[src/rtl/rank_decoder.sv]
module rank_decoder #(
  parameter int AW         = 34,
  parameter int UNIT_SHIFT = 25,
  parameter int BW         = 8,
  parameter int RANKS      = 4,
  parameter int CH_BIT     = 6
) (
  input  logic          clk,
  input  logic          rst_n,
  input  logic          cfg_we,
  input  logic [3:0]    cfg_addr,
  input  logic [7:0]    cfg_wdata,
  input  logic          req_valid,
  input  logic [AW-1:0] req_addr,
  output logic          rsp_valid,
  output logic          rsp_chan,
  output logic [1:0]    rsp_rank,
  output logic          rsp_hit,
  output logic          rsp_oor,
  output logic          interleaved
);
  localparam int NR  = 2 * RANKS;
  localparam int NA  = RANKS;
  localparam int UW  = AW - UNIT_SHIFT;
  localparam int RW  = $clog2(RANKS);
  localparam int IW  = RW + 1;

  logic [BW-1:0] bnd [NR];
  logic [7:0]    atr [NA];
  logic [UW-1:0] unit;
  logic [NR-1:0] pop, cand;
  logic [IW-1:0] sel;
  logic          any;
  logic          unused_bits;

  assign unit        = req_addr[AW-1:UNIT_SHIFT];
  assign unused_bits = ^req_addr[UNIT_SHIFT-1:0];

  always_ff @(posedge clk or negedge rst_n) begin
    if (!rst_n) begin
      for (int i = 0; i < NR; i++) bnd[i] <= '0;
      for (int i = 0; i < NA; i++) atr[i] <= '0;
    end else if (cfg_we) begin
      for (int i = 0; i < NR; i++)
        if (cfg_addr == 4'(i)) bnd[i] <= cfg_wdata[BW-1:0];
      for (int i = 0; i < NA; i++)
        if (cfg_addr == 4'(NR + i)) atr[i] <= cfg_wdata;
    end
  end

  always_comb begin
    interleaved = 1'b1;
    for (int r = 0; r < RANKS; r++)
      if (bnd[r] != bnd[RANKS + r]) interleaved = 1'b0;
    for (int a = 0; a < NA / 2; a++)
      if ((atr[a] & 8'h77) != (atr[NA / 2 + a] & 8'h77)) interleaved = 1'b0;
  end

  for (genvar g = 0; g < NR; g++) begin : g_rank
    localparam int C = g / RANKS;
    localparam int R = g % RANKS;
    logic [7:0]    ab;
    logic [2:0]    code;
    logic [BW-1:0] prev;
    logic [UW-1:0] eff;
    assign ab = atr[C * (NA / 2) + R / 2];
    if (R % 2 == 1) begin : g_odd
      assign code = ab[6:4];
    end else begin : g_even
      assign code = ab[2:0];
    end
    if (R == 0) begin : g_first
      assign prev = '0;
    end else begin : g_next
      assign prev = bnd[g-1];
    end
    if (C == 0) begin : g_ch0
      assign eff = interleaved ? UW'({bnd[g], 1'b0}) : UW'(bnd[g]);
    end else begin : g_ch1
      assign eff = UW'(bnd[RANKS-1]) + UW'(bnd[g]);
    end
    assign pop[g]  = (code == 3'd2 || code == 3'd3 || code == 3'd4) && (bnd[g] != prev);
    assign cand[g] = pop[g] && (eff > unit) && (C == 0 || !interleaved);
  end

  always_comb begin
    any = 1'b0;
    sel = '0;
    for (int i = NR - 1; i >= 0; i--)
      if (cand[i]) begin
        any = 1'b1;
        sel = IW'(i);
      end
  end

  always_ff @(posedge clk or negedge rst_n) begin
    if (!rst_n) begin
      rsp_valid <= 1'b0;
      rsp_hit   <= 1'b0;
      rsp_oor   <= 1'b0;
      rsp_chan  <= 1'b0;
      rsp_rank  <= '0;
    end else begin
      rsp_valid <= req_valid;
      rsp_hit   <= req_valid && any;
      rsp_oor   <= req_valid && !any;
      rsp_chan  <= req_valid && any && (interleaved ? req_addr[CH_BIT] : sel[RW]);
      rsp_rank  <= (req_valid && any) ? 2'(sel[RW-1:0]) : '0;
    end
  end


  rsp_follows_strobe_chk: assert property (@(posedge clk) disable iff (!rst_n)
    req_valid |=> rsp_valid);


  idle_quiet_chk: assert property (@(posedge clk) disable iff (!rst_n)
    !req_valid |=> (!rsp_valid && !rsp_hit && !rsp_oor && !rsp_chan && rsp_rank == '0));


  hit_xor_oor_chk: assert property (@(posedge clk) disable iff (!rst_n)
    rsp_valid |-> $countones({rsp_hit, rsp_oor}) == 1);


  oor_zero_chk: assert property (@(posedge clk) disable iff (!rst_n)
    rsp_oor |-> (!rsp_chan && rsp_rank == '0));


  ilv_chan_bit_chk: assert property (@(posedge clk) disable iff (!rst_n)
    (rsp_hit && $past(interleaved)) |-> rsp_chan == $past(req_addr[CH_BIT]));


  hit_populated_chk: assert property (@(posedge clk) disable iff (!rst_n)
    rsp_hit |-> (($past(pop) >> {rsp_chan && !$past(interleaved), RW'(rsp_rank)}) & NR'(1)) != '0);
endmodule

[config.mk]
export PLATFORM = sky130hd
export DESIGN_NAME = rank_decoder
export DESIGN_NICKNAME = d
export VERILOG_FILES = /design/src/rtl/rank_decoder.sv
export SDC_FILE = /design/constraint.sdc
export NUM_CORES = 1
export LEC_CHECK = 0
export CAP_MARGIN = 20
export CORE_MARGIN = 5
export CORE_UTILIZATION = 38
export CTS_CLUSTER_SIZE = 40
export DETAILED_ROUTE_END_ITERATION = 16
export PLACE_DENSITY = 0.66
export RECOVER_POWER = 25
export REMOVE_ABC_BUFFERS = 1
export SYNTH_ARGS = -nofsm -noshare
export SYNTH_HDL_FRONTEND = slang
export SYNTH_SLANG_ARGS = --single-unit
export TNS_END_PERCENT = 50
[constraint.sdc]
create_clock -name clk -period 3.8 [get_ports clk]
set_input_delay 0.38 -clock clk [delete_from_list [all_inputs] [get_ports clk]]
set_output_delay 0.38 -clock clk [all_outputs]
set_load 0.005 [all_outputs]
==> qor.txt <==
Placed cells -> 1,221
Seq/Total Area, Yosys -> 0.2974
DIE AREA -> 23,800 um^2
Post-route cell area -> 9901 um^2
Final setup vio count -> 3
Top cells by count, synth -> nand2_1, ha_1, dfrtp_1
Pin count of the biggest net entering global routing -> 84
Chip width -> 154.3 um
Die H -> 154.3 um
Setup TNS -> -0.05940 ns
Detailed Route Iter0 Violations -> 384
CTS sink cnt -> 94
Critical Path Sink Type -> flop
Ys Warns -> 0
Synth-to-layout area growth -> 25.19%
Area of the mapped netlist -> 7909 um^2
Worst slew pin tran -> 1.871 ns
Total wire length -> 23,110 um
Startpoint Class -> flop
Max VDD drop -> 0.0002932 V
Via count -> 6,599
Vias per cell -> 5.317
CP Max Fanout -> 8
Drt pass-1 iters -> 7
Rows -> 52
Hold WC Path Type -> primary input to asynchronous set/reset pin
Final Hold Fails -> 0
Biggest area consumer among synthesized cells -> dfrtp_1
ANT cells -> 0
Synth top area share -> 0.2974
Status -> complete, but fails checks
Maximum clock frequency -> 261.1 MHz
Remaining routing DRC violations -> 0
Nets -> 1,124
RSZ-0062 raised after global routing -> yes
# IOs -> 57
Failing checks -> capacitance limit, slew limit, setup timing
# H-tree levels -> 3
Pwr Density -> 593.8 nW/um^2
Crit path DAT -> 4.08 ns
Final Non-Filler Cells -> 1,241
Post-synthesis register bit count -> 94
Area contributors post-synth -> dfrtp_1, ha_1, mux2_2
ANT nets after route -> 0
Initial Util -> 0.3884
Asr flop ratio synth -> 1.000
Final setup margin -> -0.03041 ns
Gr ovfl total -> 0
Most numerous cell in the Yosys netlist -> nand2_1
Total GRT Usage -> 0.1950
Number of global-route vias before repair -> 6,644
First-pass GRT wire length -> 36,150 um
Buffers added on ports -> 32
Worst Path Required -> 4.05 ns
Slew margin rel. -> -0.2477
Synth Instances -> 825
Post-Syn Area per Cell -> 9.586 um^2
Max Cap Violations -> 1
Leakage power -> 4.774 nW
Register clock-pin slew on the reported worst setup and hold paths -> 0.07 ns
Slew Viols, Final -> 76
Hpwl dp -> 17,830 um
TritonCTS clock tree -> built
Number of synthesized flops with an enable pin -> 0
Placed cell area -> 9356 um^2
WHS -> 0.4788 ns
Crit Path Category -> flop to flop
Clk_skew -> 0.004480 ns
Clock latency on the worst-skew pair -> 0.35 ns
Placer congestion estimate -> 0.9071
Tmin final -> 3.830 ns
Synth cell types -> 54
Core footprint -> 20,360 um^2
Final period utilization -> 1.008
Clock root buffer -> clkbuf_16
Inserted Clock Buffers -> 9
Post-layout util -> 0.4862
Wire length per cell -> 18.63 um
Main synth FF type -> dfrtp_1
Clock Path Buffers -> 2
Initial antenna violation count -> 0
Layout cells sized above 1 -> 0.2750
## stage by stage
step,power (mW),setup slack (ns)
final,5.879,-0.03041
after global routing,6.329,-0.2073
after CTS,5.843,-0.02627
after detailed placement,4.679,-0.2670
after global placement,4.580,-0.1770
after floorplan,3.439,-0.5131
## where the power goes
part	switching, mW	internal, mW
logic	1.71	1.69
registers	0.211	1.24
clock network	0.417	0.607
## critical path: stages, from the launching register on
cell	delay (ns)
dfrtp_2	0.46
xor2_1	0.18
nor4_1	0.28
nand4_1	0.18
or4_4	0.51
buf_6	0.16
buf_6	0.13
nand2_1	0.07
nand2_2	0.07
ha_4	0.16
a211o_1	0.29
o221ai_1	0.15
a21oi_1	0.07
o311a_1	0.42
nor4_2	0.22
buf_4	0.17
nand2_2	0.05
and2_1	0.15
## registers in the layout (all words and copies together), names as in the netlist
signal	cells
bnd	16
g_rank.ab	24
g_rank.prev	48
rsp_chan	1
rsp_hit	1
rsp_oor	1
rsp_rank	2
rsp_valid	1
## area by class of cell
type | instances | area [um^2]
fillers | 1878 | 10460
multi-input cells | 660 | 5381
flip-flops and latches | 94 | 2356
repair buffers | 163 | 1338
well taps | 270 | 337.8
clock buffers | 10 | 239.0
inverters | 38 | 148.9
clock inverters | 6 | 100.1
## metal layers
metal | vias to the layer above | wire length (um) | global-route usage
met3 | 35 | 1263 | 0.02710
met4 | 0 | 592 | 0.06602
met2 | 168 | 10850 | 0.3197
met5 | - | 0 | 0
li1 | 3198 | - | -
met1 | 3198 | 10410 | 0.2653
## cell usage in the layout, fill, tap and decap left out, types with 11 or more instances in the layout
master / Yosys / layout
buf_4: 1 / 123
nand2_1: 107 / 106
ha_1: 104 / 102
dfrtp_1: 94 / 91
mux2_2: 86 / 86
xor2_1: 79 / 79
nor2_1: 38 / 38
inv_1: 37 / 36
a21oi_1: 32 / 30
clkdlybuf4s50_1: 0 / 30
o21ai_0: 30 / 25
xnor2_1: 25 / 25
nand4_1: 18 / 18
nor4_1: 24 / 16
a21o_1: 12 / 12
nor2b_1: 11 / 11
## repair_timing
action | in CTS | in global routing
pin swaps | 18 | 6
endpoints found under the hold margin | 0 | 8
endpoints found under the setup margin | 5 | 5
hold buffers | 0 | 1
buffers inserted | 2 | 1
gates resized for setup | 32 | 15
## kinds of logic (layout without fill, tap and decap cells)
family,Yosys count,count (layout),share of synthesized area
AND/OR/NAND/NOR,236,236,0.1416
AO/OA/AOI/OAI,120,120,0.09920
adder cells (fa/ha/maj),108,108,0.1747
XOR/XNOR,104,104,0.1152
flip-flops,94,94,0.2974
multiplexers,92,92,0.1300
buffers and inverters,71,217,0.04192
## path summary, 6_finish.rpt
check,start,to,slack [ns],cells past startpoint
max,g_rank[7].prev[0],rsp_hit,-0.03,17
min,rst_n,g_rank[6].ab[4],0.48,2
max reg2reg,g_rank[7].prev[0],rsp_hit,-0.03,17
min reg2reg,g_rank[2].ab[4],g_rank[2].ab[4],0.55,1
max in group asynchronous,rst_n,g_rank[7].prev[0],1.02,3
min in group clk,g_rank[2].ab[4],g_rank[2].ab[4],0.55,1
Power figures use the tool's default switching activity.
